<file path="src/rtl/prot_pkg.sv">
package prot_pkg;

  localparam int NDET      = 3;
  localparam int OL_CODE_W = 5;
  localparam int SC_CODE_W = 4;

  // detector slots, in the order of the flag vector
  typedef enum int unsigned {
    DET_OL  = 0,
    DET_SCD = 1,
    DET_SCC = 2
  } det_e;

  // thresholds in sense LSBs (0.5 mV) at full scale
  localparam int OL_BASE_LSB = 100;
  localparam int OL_STEP_LSB = 10;
  localparam int SC_BASE_LSB = 200;
  localparam int SC_STEP_LSB = 50;

  // delays in 1 us ticks
  localparam int OL_DLY_BASE = 1000;
  localparam int OL_DLY_STEP = 2000;
  localparam int SC_DLY_STEP = 61;

  function automatic int ol_thr_lsb(input logic [OL_CODE_W-1:0] code, input logic half);
    int full;
    full = OL_BASE_LSB + OL_STEP_LSB * int'(code);
    return half ? full / 2 : full;
  endfunction

  function automatic int sc_thr_lsb(input logic [SC_CODE_W-1:0] code, input logic half);
    int full;
    full = SC_BASE_LSB + SC_STEP_LSB * int'(code);
    return half ? full / 2 : full;
  endfunction

  function automatic int ol_dly_ticks(input logic [SC_CODE_W-1:0] code);
    return OL_DLY_BASE + OL_DLY_STEP * int'(code);
  endfunction

  function automatic int sc_dly_ticks(input logic [SC_CODE_W-1:0] code);
    return SC_DLY_STEP * int'(code);
  endfunction

endpackage

</file>
<file path="src/rtl/prot_dly_det.sv">
// Blanking timer of one detector: counts ticks while the condition holds,
// qualifies once the programmed number of ticks has been reached.
module prot_dly_det #(
  parameter int CNT_W = 15
) (
  input  logic             clk,
  input  logic             rst_n,
  input  logic             tick,
  input  logic             cond,
  input  logic [CNT_W-1:0] limit,
  output logic             qual
);

  logic [CNT_W-1:0] cnt;
  logic             reached;

  assign reached = (cnt >= limit);
  assign qual    = cond & reached;

  always_ff @(posedge clk or negedge rst_n) begin
    if (!rst_n) begin
      cnt <= '0;
    end else if (!cond) begin
      cnt <= '0;
    end else if (tick && !reached) begin
      cnt <= cnt + CNT_W'(1);
    end
  end

endmodule

</file>
<file path="src/rtl/prot_flag_bank.sv">
// Sticky fault flags: set on qualify, cleared by a clear pulse only when the
// matching condition is absent.
module prot_flag_bank #(
  parameter int N = 3
) (
  input  logic         clk,
  input  logic         rst_n,
  input  logic         clr,
  input  logic [N-1:0] qual,
  input  logic [N-1:0] cond,
  output logic [N-1:0] flags
);

  for (genvar g = 0; g < N; g++) begin : g_flag
    logic f;
    always_ff @(posedge clk or negedge rst_n) begin
      if (!rst_n) begin
        f <= 1'b0;
      end else if (qual[g]) begin
        f <= 1'b1;
      end else if (clr && !cond[g]) begin
        f <= 1'b0;
      end
    end
    assign flags[g] = f;
  end

endmodule

</file>
<file path="src/rtl/batt_prot_ctrl.sv">
module batt_prot_ctrl
  import prot_pkg::*;
#(
  parameter int SNS_W = 16,
  parameter int CNT_W = 15
) (
  input  logic                       clk,
  input  logic                       rst_n,
  input  logic                       tick_1us,
  input  logic signed [SNS_W-1:0]    sense,
  input  logic [OL_CODE_W-1:0]       ol_thr_code,
  input  logic [SC_CODE_W-1:0]       ol_dly_code,
  input  logic [SC_CODE_W-1:0]       scd_thr_code,
  input  logic [SC_CODE_W-1:0]       scd_dly_code,
  input  logic [SC_CODE_W-1:0]       scc_thr_code,
  input  logic [SC_CODE_W-1:0]       scc_dly_code,
  input  logic                       half_scale,
  input  logic                       supply_good,
  input  logic                       clr_fault,
  output logic                       chg_drv,
  output logic                       dsg_drv,
  output logic                       pchg_drv,
  output logic                       flt_ol,
  output logic                       flt_scd,
  output logic                       flt_scc
);

  localparam int EXT_W = SNS_W + 1;

  // sign-extended so the negation of the most negative sample cannot wrap
  logic signed [EXT_W-1:0] dsg_val;
  logic signed [EXT_W-1:0] chg_val;

  logic ol_cond;
  logic scd_cond;
  logic scc_cond;

  logic [NDET-1:0]            cond_vec;
  logic [NDET-1:0]            qual_vec;
  logic [NDET-1:0]            flag_vec;
  logic [NDET-1:0][CNT_W-1:0] dly_vec;

  logic run_q;
  logic drv_on;

  assign dsg_val = {sense[SNS_W-1], sense};
  assign chg_val = -dsg_val;

  assign ol_cond  = int'(dsg_val) > ol_thr_lsb(ol_thr_code, half_scale);
  assign scd_cond = int'(dsg_val) > sc_thr_lsb(scd_thr_code, half_scale);
  assign scc_cond = int'(chg_val) > sc_thr_lsb(scc_thr_code, half_scale);

  assign cond_vec[DET_OL]  = ol_cond;
  assign cond_vec[DET_SCD] = scd_cond;
  assign cond_vec[DET_SCC] = scc_cond;

  assign dly_vec[DET_OL]  = CNT_W'(ol_dly_ticks(ol_dly_code));
  assign dly_vec[DET_SCD] = CNT_W'(sc_dly_ticks(scd_dly_code));
  assign dly_vec[DET_SCC] = CNT_W'(sc_dly_ticks(scc_dly_code));

  for (genvar g = 0; g < NDET; g++) begin : g_det
    prot_dly_det #(
      .CNT_W(CNT_W)
    ) u_det (
      .clk  (clk),
      .rst_n(rst_n),
      .tick (tick_1us),
      .cond (cond_vec[g]),
      .limit(dly_vec[g]),
      .qual (qual_vec[g])
    );
  end

  prot_flag_bank #(
    .N(NDET)
  ) u_flags (
    .clk  (clk),
    .rst_n(rst_n),
    .clr  (clr_fault),
    .qual (qual_vec),
    .cond (cond_vec),
    .flags(flag_vec)
  );

  // drives stay off for the first cycle out of reset
  always_ff @(posedge clk or negedge rst_n) begin
    if (!rst_n) begin
      run_q <= 1'b0;
    end else begin
      run_q <= 1'b1;
    end
  end

  assign drv_on   = run_q & supply_good & ~(|flag_vec);
  assign chg_drv  = drv_on;
  assign dsg_drv  = drv_on;
  assign pchg_drv = drv_on;

  assign flt_ol  = flag_vec[DET_OL];
  assign flt_scd = flag_vec[DET_SCD];
  assign flt_scc = flag_vec[DET_SCC];

endmodule

</file>
<file path="config.mk">
export PLATFORM = sky130hd
export DESIGN_NAME = batt_prot_ctrl
export DESIGN_NICKNAME = d
export VERILOG_FILES = /design/src/rtl/prot_pkg.sv /design/src/rtl/prot_dly_det.sv /design/src/rtl/prot_flag_bank.sv /design/src/rtl/batt_prot_ctrl.sv
export SDC_FILE = /design/constraint.sdc
export NUM_CORES = 1
export LEC_CHECK = 0
export ABC_CLOCK_PERIOD_IN_PS = 6350
export BUFFER_PORTS_ARGS = -buffer_cell sky130_fd_sc_hd__buf_4
export CORE_MARGIN = 2
export CORE_UTILIZATION = 35
export DETAILED_ROUTE_END_ITERATION = 8
export GPL_TIMING_DRIVEN = 1
export PLACE_DENSITY = 0.51
export SYNTH_ARGS = -nofsm -noshare
export SYNTH_HDL_FRONTEND = slang
export SYNTH_SLANG_ARGS = --single-unit
</file>
<file path="constraint.sdc">
create_clock -name clk -period 6.35 [get_ports clk]
set_clock_uncertainty 0.1 [all_clocks]
set_input_delay 0.3175 -clock clk [delete_from_list [all_inputs] [get_ports clk]]
set_output_delay 0.3175 -clock clk [all_outputs]
set_load 0.005 [all_outputs]
</file>
==> out/results.ini <==
[cts]
cts_num_sinks = 49
cts_setup_buffers = 0
cts_tree = built
postCtsHoldBufs = 1
cts-buffers-inserted = 5
h-tree-depth = 2
cts_max_path_buffers = 2
post_cts_resized = 0
clk_pin_slew_worst_paths_ns = 0.07
cts_root_buf = clkbuf_16
insertion_delay_ns = 0.29

[finish]
antenna_cells = 0
fin_nets = 1025
areaGrowthSynthToFinish_pct = 12.7
drive_above_1_share_pct = 9.37
final_area_sq_um = 7610

[synthesis]
ys_top_cells_by_area = ha_1, dfrtp_1, fa_1
ys_ff_latch = 49
synth_most_common_cell = ha_1
synth_warnings = 0
synth_common_cells = ha_1, inv_1, nor2_1, a21oi_1, dfrtp_1
synth_top_area_cell = ha_1
synth_cell_types = 64
syn-instance-count = 772
synth_seq_area_share_pct = 18.2
async_flop_share_pct = 100
synth_nets = 976
synth_edf_count = 0
yosys.area.top_type_share_pct = 25.4
syn_area_sq_um = 6750
syn_area_per_cell_sq_um = 8.75
synthFlopType = dfrtp_1

[routing]
avgViaCountPerCell = 4.98
drc = 0
antenna_left = 0
wirelength_mm = 14.7
first_pass_iters = 4
drt-initial-drc-count = 234
vias = 5392
post_drt_wl_per_cell_um = 13.6

[floorplanning]
row_count = 50
chipWidth_um = 143
die_area_sq_um = 20400
initial_core_util_pct = 35.9
coreArea_sq_um = 18800
io_pins = 53
die-height_um = 143

[pwr]
internal_power_mw = 0.823
power.share.sequential_pct = 26.3
power_frac_comb_pct = 50.8
leakagePower_nw = 3.66
ir_worst_vdd_mv = 0.0888
power.switching_mw = 0.513
p_clk_share_pct = 22.9
p_per_area_nw_per_um2 = 176
p_sw_share_pct = 38.4

[critical_path]
end_kind = flop
crit_required_ns = 6.47
start_kind = primary input
cp_data_arrival_time_ns = 5.18
cp_max_fo = 10
path_class = primary input to flop

[sta]
maxSlewViolCount = 0
tightestPinTransition_ns = 1.14
hold_viol_final = 0
rsz0062_at_grt = false
setup_viol = 0
max_freq_mhz = 198
slew_headroom_pct = 23.5
period_share_pct = 79.7
setup_ws_ns = 1.29
tns_ns = 0
period_needed_ns = 5.06
hold_ws_ns = 0.159

[global_routing]
antenna_found_initial = 0
grt_pass1_wl_mm = 25.6
grt_max_degree = 50
track_usage_pct = 15.1
first_global_vias = 5300
gr-total-overflow = 0

[min_path]
min_path_type = primary input to flop

[place]
gp_routability_congestion = 0.809
post_dp_cell_area_sq_um = 7430
dp_slack_ns = 1.00
dp_hpwl_mm = 11.9
io_buffer_count = 52

[run_status]
status = finished clean

[flow_run]
drv_cap = 0

[through the flow]
stage	instances	power (mW)	utilization, %
after CTS	1082	1.36	40.4
after global placement	1073	1.04	39.4
after floorplan	772	0.869	-
after detailed placement	1073	1.04	39.4
final	1082	1.34	40.4
after global routing	1082	1.48	40.4
[final timing paths]
path | from | to | slack [ns] | cells past startpoint
worst max register to register | g_det[0].u_det.cnt[12] | g_det[0].u_det.cnt[14] | 3.50 | 7
worst min-delay path | clr_fault | u_flags.g_flag[1].f | 0.16 | 2
max in group asynchronous | rst_n | g_det[1].u_det.cnt[3] | 5.24 | 2
worst min register to register | g_det[1].u_det.cnt[13] | g_det[1].u_det.cnt[13] | 0.40 | 2
worst max-delay path | ol_dly_code[1] | g_det[0].u_det.cnt[14] | 1.29 | 17
min in group asynchronous | rst_n | g_det[2].u_det.cnt[11] | 0.48 | 2
[state kept, by name, summed over array words and instances (netlist names)]
| name | flops |
|---|---|
| run_q | 1 |
| u_flags.g_flag.f | 3 |
| g_det.u_det.cnt | 45 |
[area by class of cell]
class | instances | area [sq um]
fillers | 1950 | 11200
repair buffers | 55 | 415
inverters | 76 | 285
clock inverters | 3 | 46.3
well taps | 260 | 325
clock buffers | 5 | 125
multi-input cells | 634 | 5190
flip-flops and latches | 49 | 1230
[per-layer routing]
layer / up-vias / track usage [%] / part of all wire [%]
met4: 0 / 2.24 / 0.75
met2: 54 / 23.5 / 42
met1: 2455 / 23.1 / 55
met5: - / 0 / 0
li1: 2874 / - / -
met3: 9 / 1.51 / 1.9
[cells in the final DEF, fill, tap and decap left out, types with 6 or more instances in the layout]
| cell | count |
|---|---|
| or3_1 | 8 |
| a21o_1 | 17 |
| and3_1 | 9 |
| nand4_1 | 20 |
| buf_4 | 54 |
| dfrtp_1 | 49 |
| nor2b_1 | 16 |
| o21ai_0 | 25 |
| or4_1 | 8 |
| ha_1 | 137 |
| fa_1 | 20 |
| a21oi_1 | 56 |
| nand2_1 | 36 |
| inv_1 | 75 |
| nand3_1 | 22 |
| nor2_1 | 62 |
| xor2_1 | 31 |
| nand2b_1 | 6 |
| xnor2_1 | 41 |
| nor4_1 | 12 |
| a31oi_1 | 7 |
| a211oi_1 | 7 |
| nor3_1 | 9 |
| o31ai_1 | 7 |
| mux2i_1 | 20 |
[power by group through the flow]
stage | Clock (mW) | Combinational (mW) | Sequential (mW)
after CTS | 0.315 | 0.691 | 0.352
after detailed placement | 0 | 0.684 | 0.357
after global placement | 0 | 0.682 | 0.358
after floorplan | 0 | 0.520 | 0.349
final | 0.306 | 0.679 | 0.352
after global routing | 0.331 | 0.796 | 0.354
[cell families after synthesis]
logic type / share of synthesized area (%)
AOI/OAI and AO/OA: 15.2
other: 0.0555
DFF: 18.2
xor gates and xnor gates: 9.34
buffers and inverters: 5.15
adders and majority gates: 31.3
and+or+nand+nor: 17.6
muxes: 3.13
[critical path, stage by stage]
cell      delay [ns]
buf_4           0.15
fa_1            0.60
inv_1           0.10
fa_1            0.50
inv_1           0.04
ha_1            0.33
a21o_1          0.21
a311o_1         0.35
a22o_1          0.21
xor2_1          0.20
nand4b_1        0.14
xnor2_1         0.16
ha_1            0.32
a211oi_2        0.57
nand3_1         0.34
or4_1           0.49
a21oi_1         0.16
No activity file was read; power rests on OpenSTA's default activity.
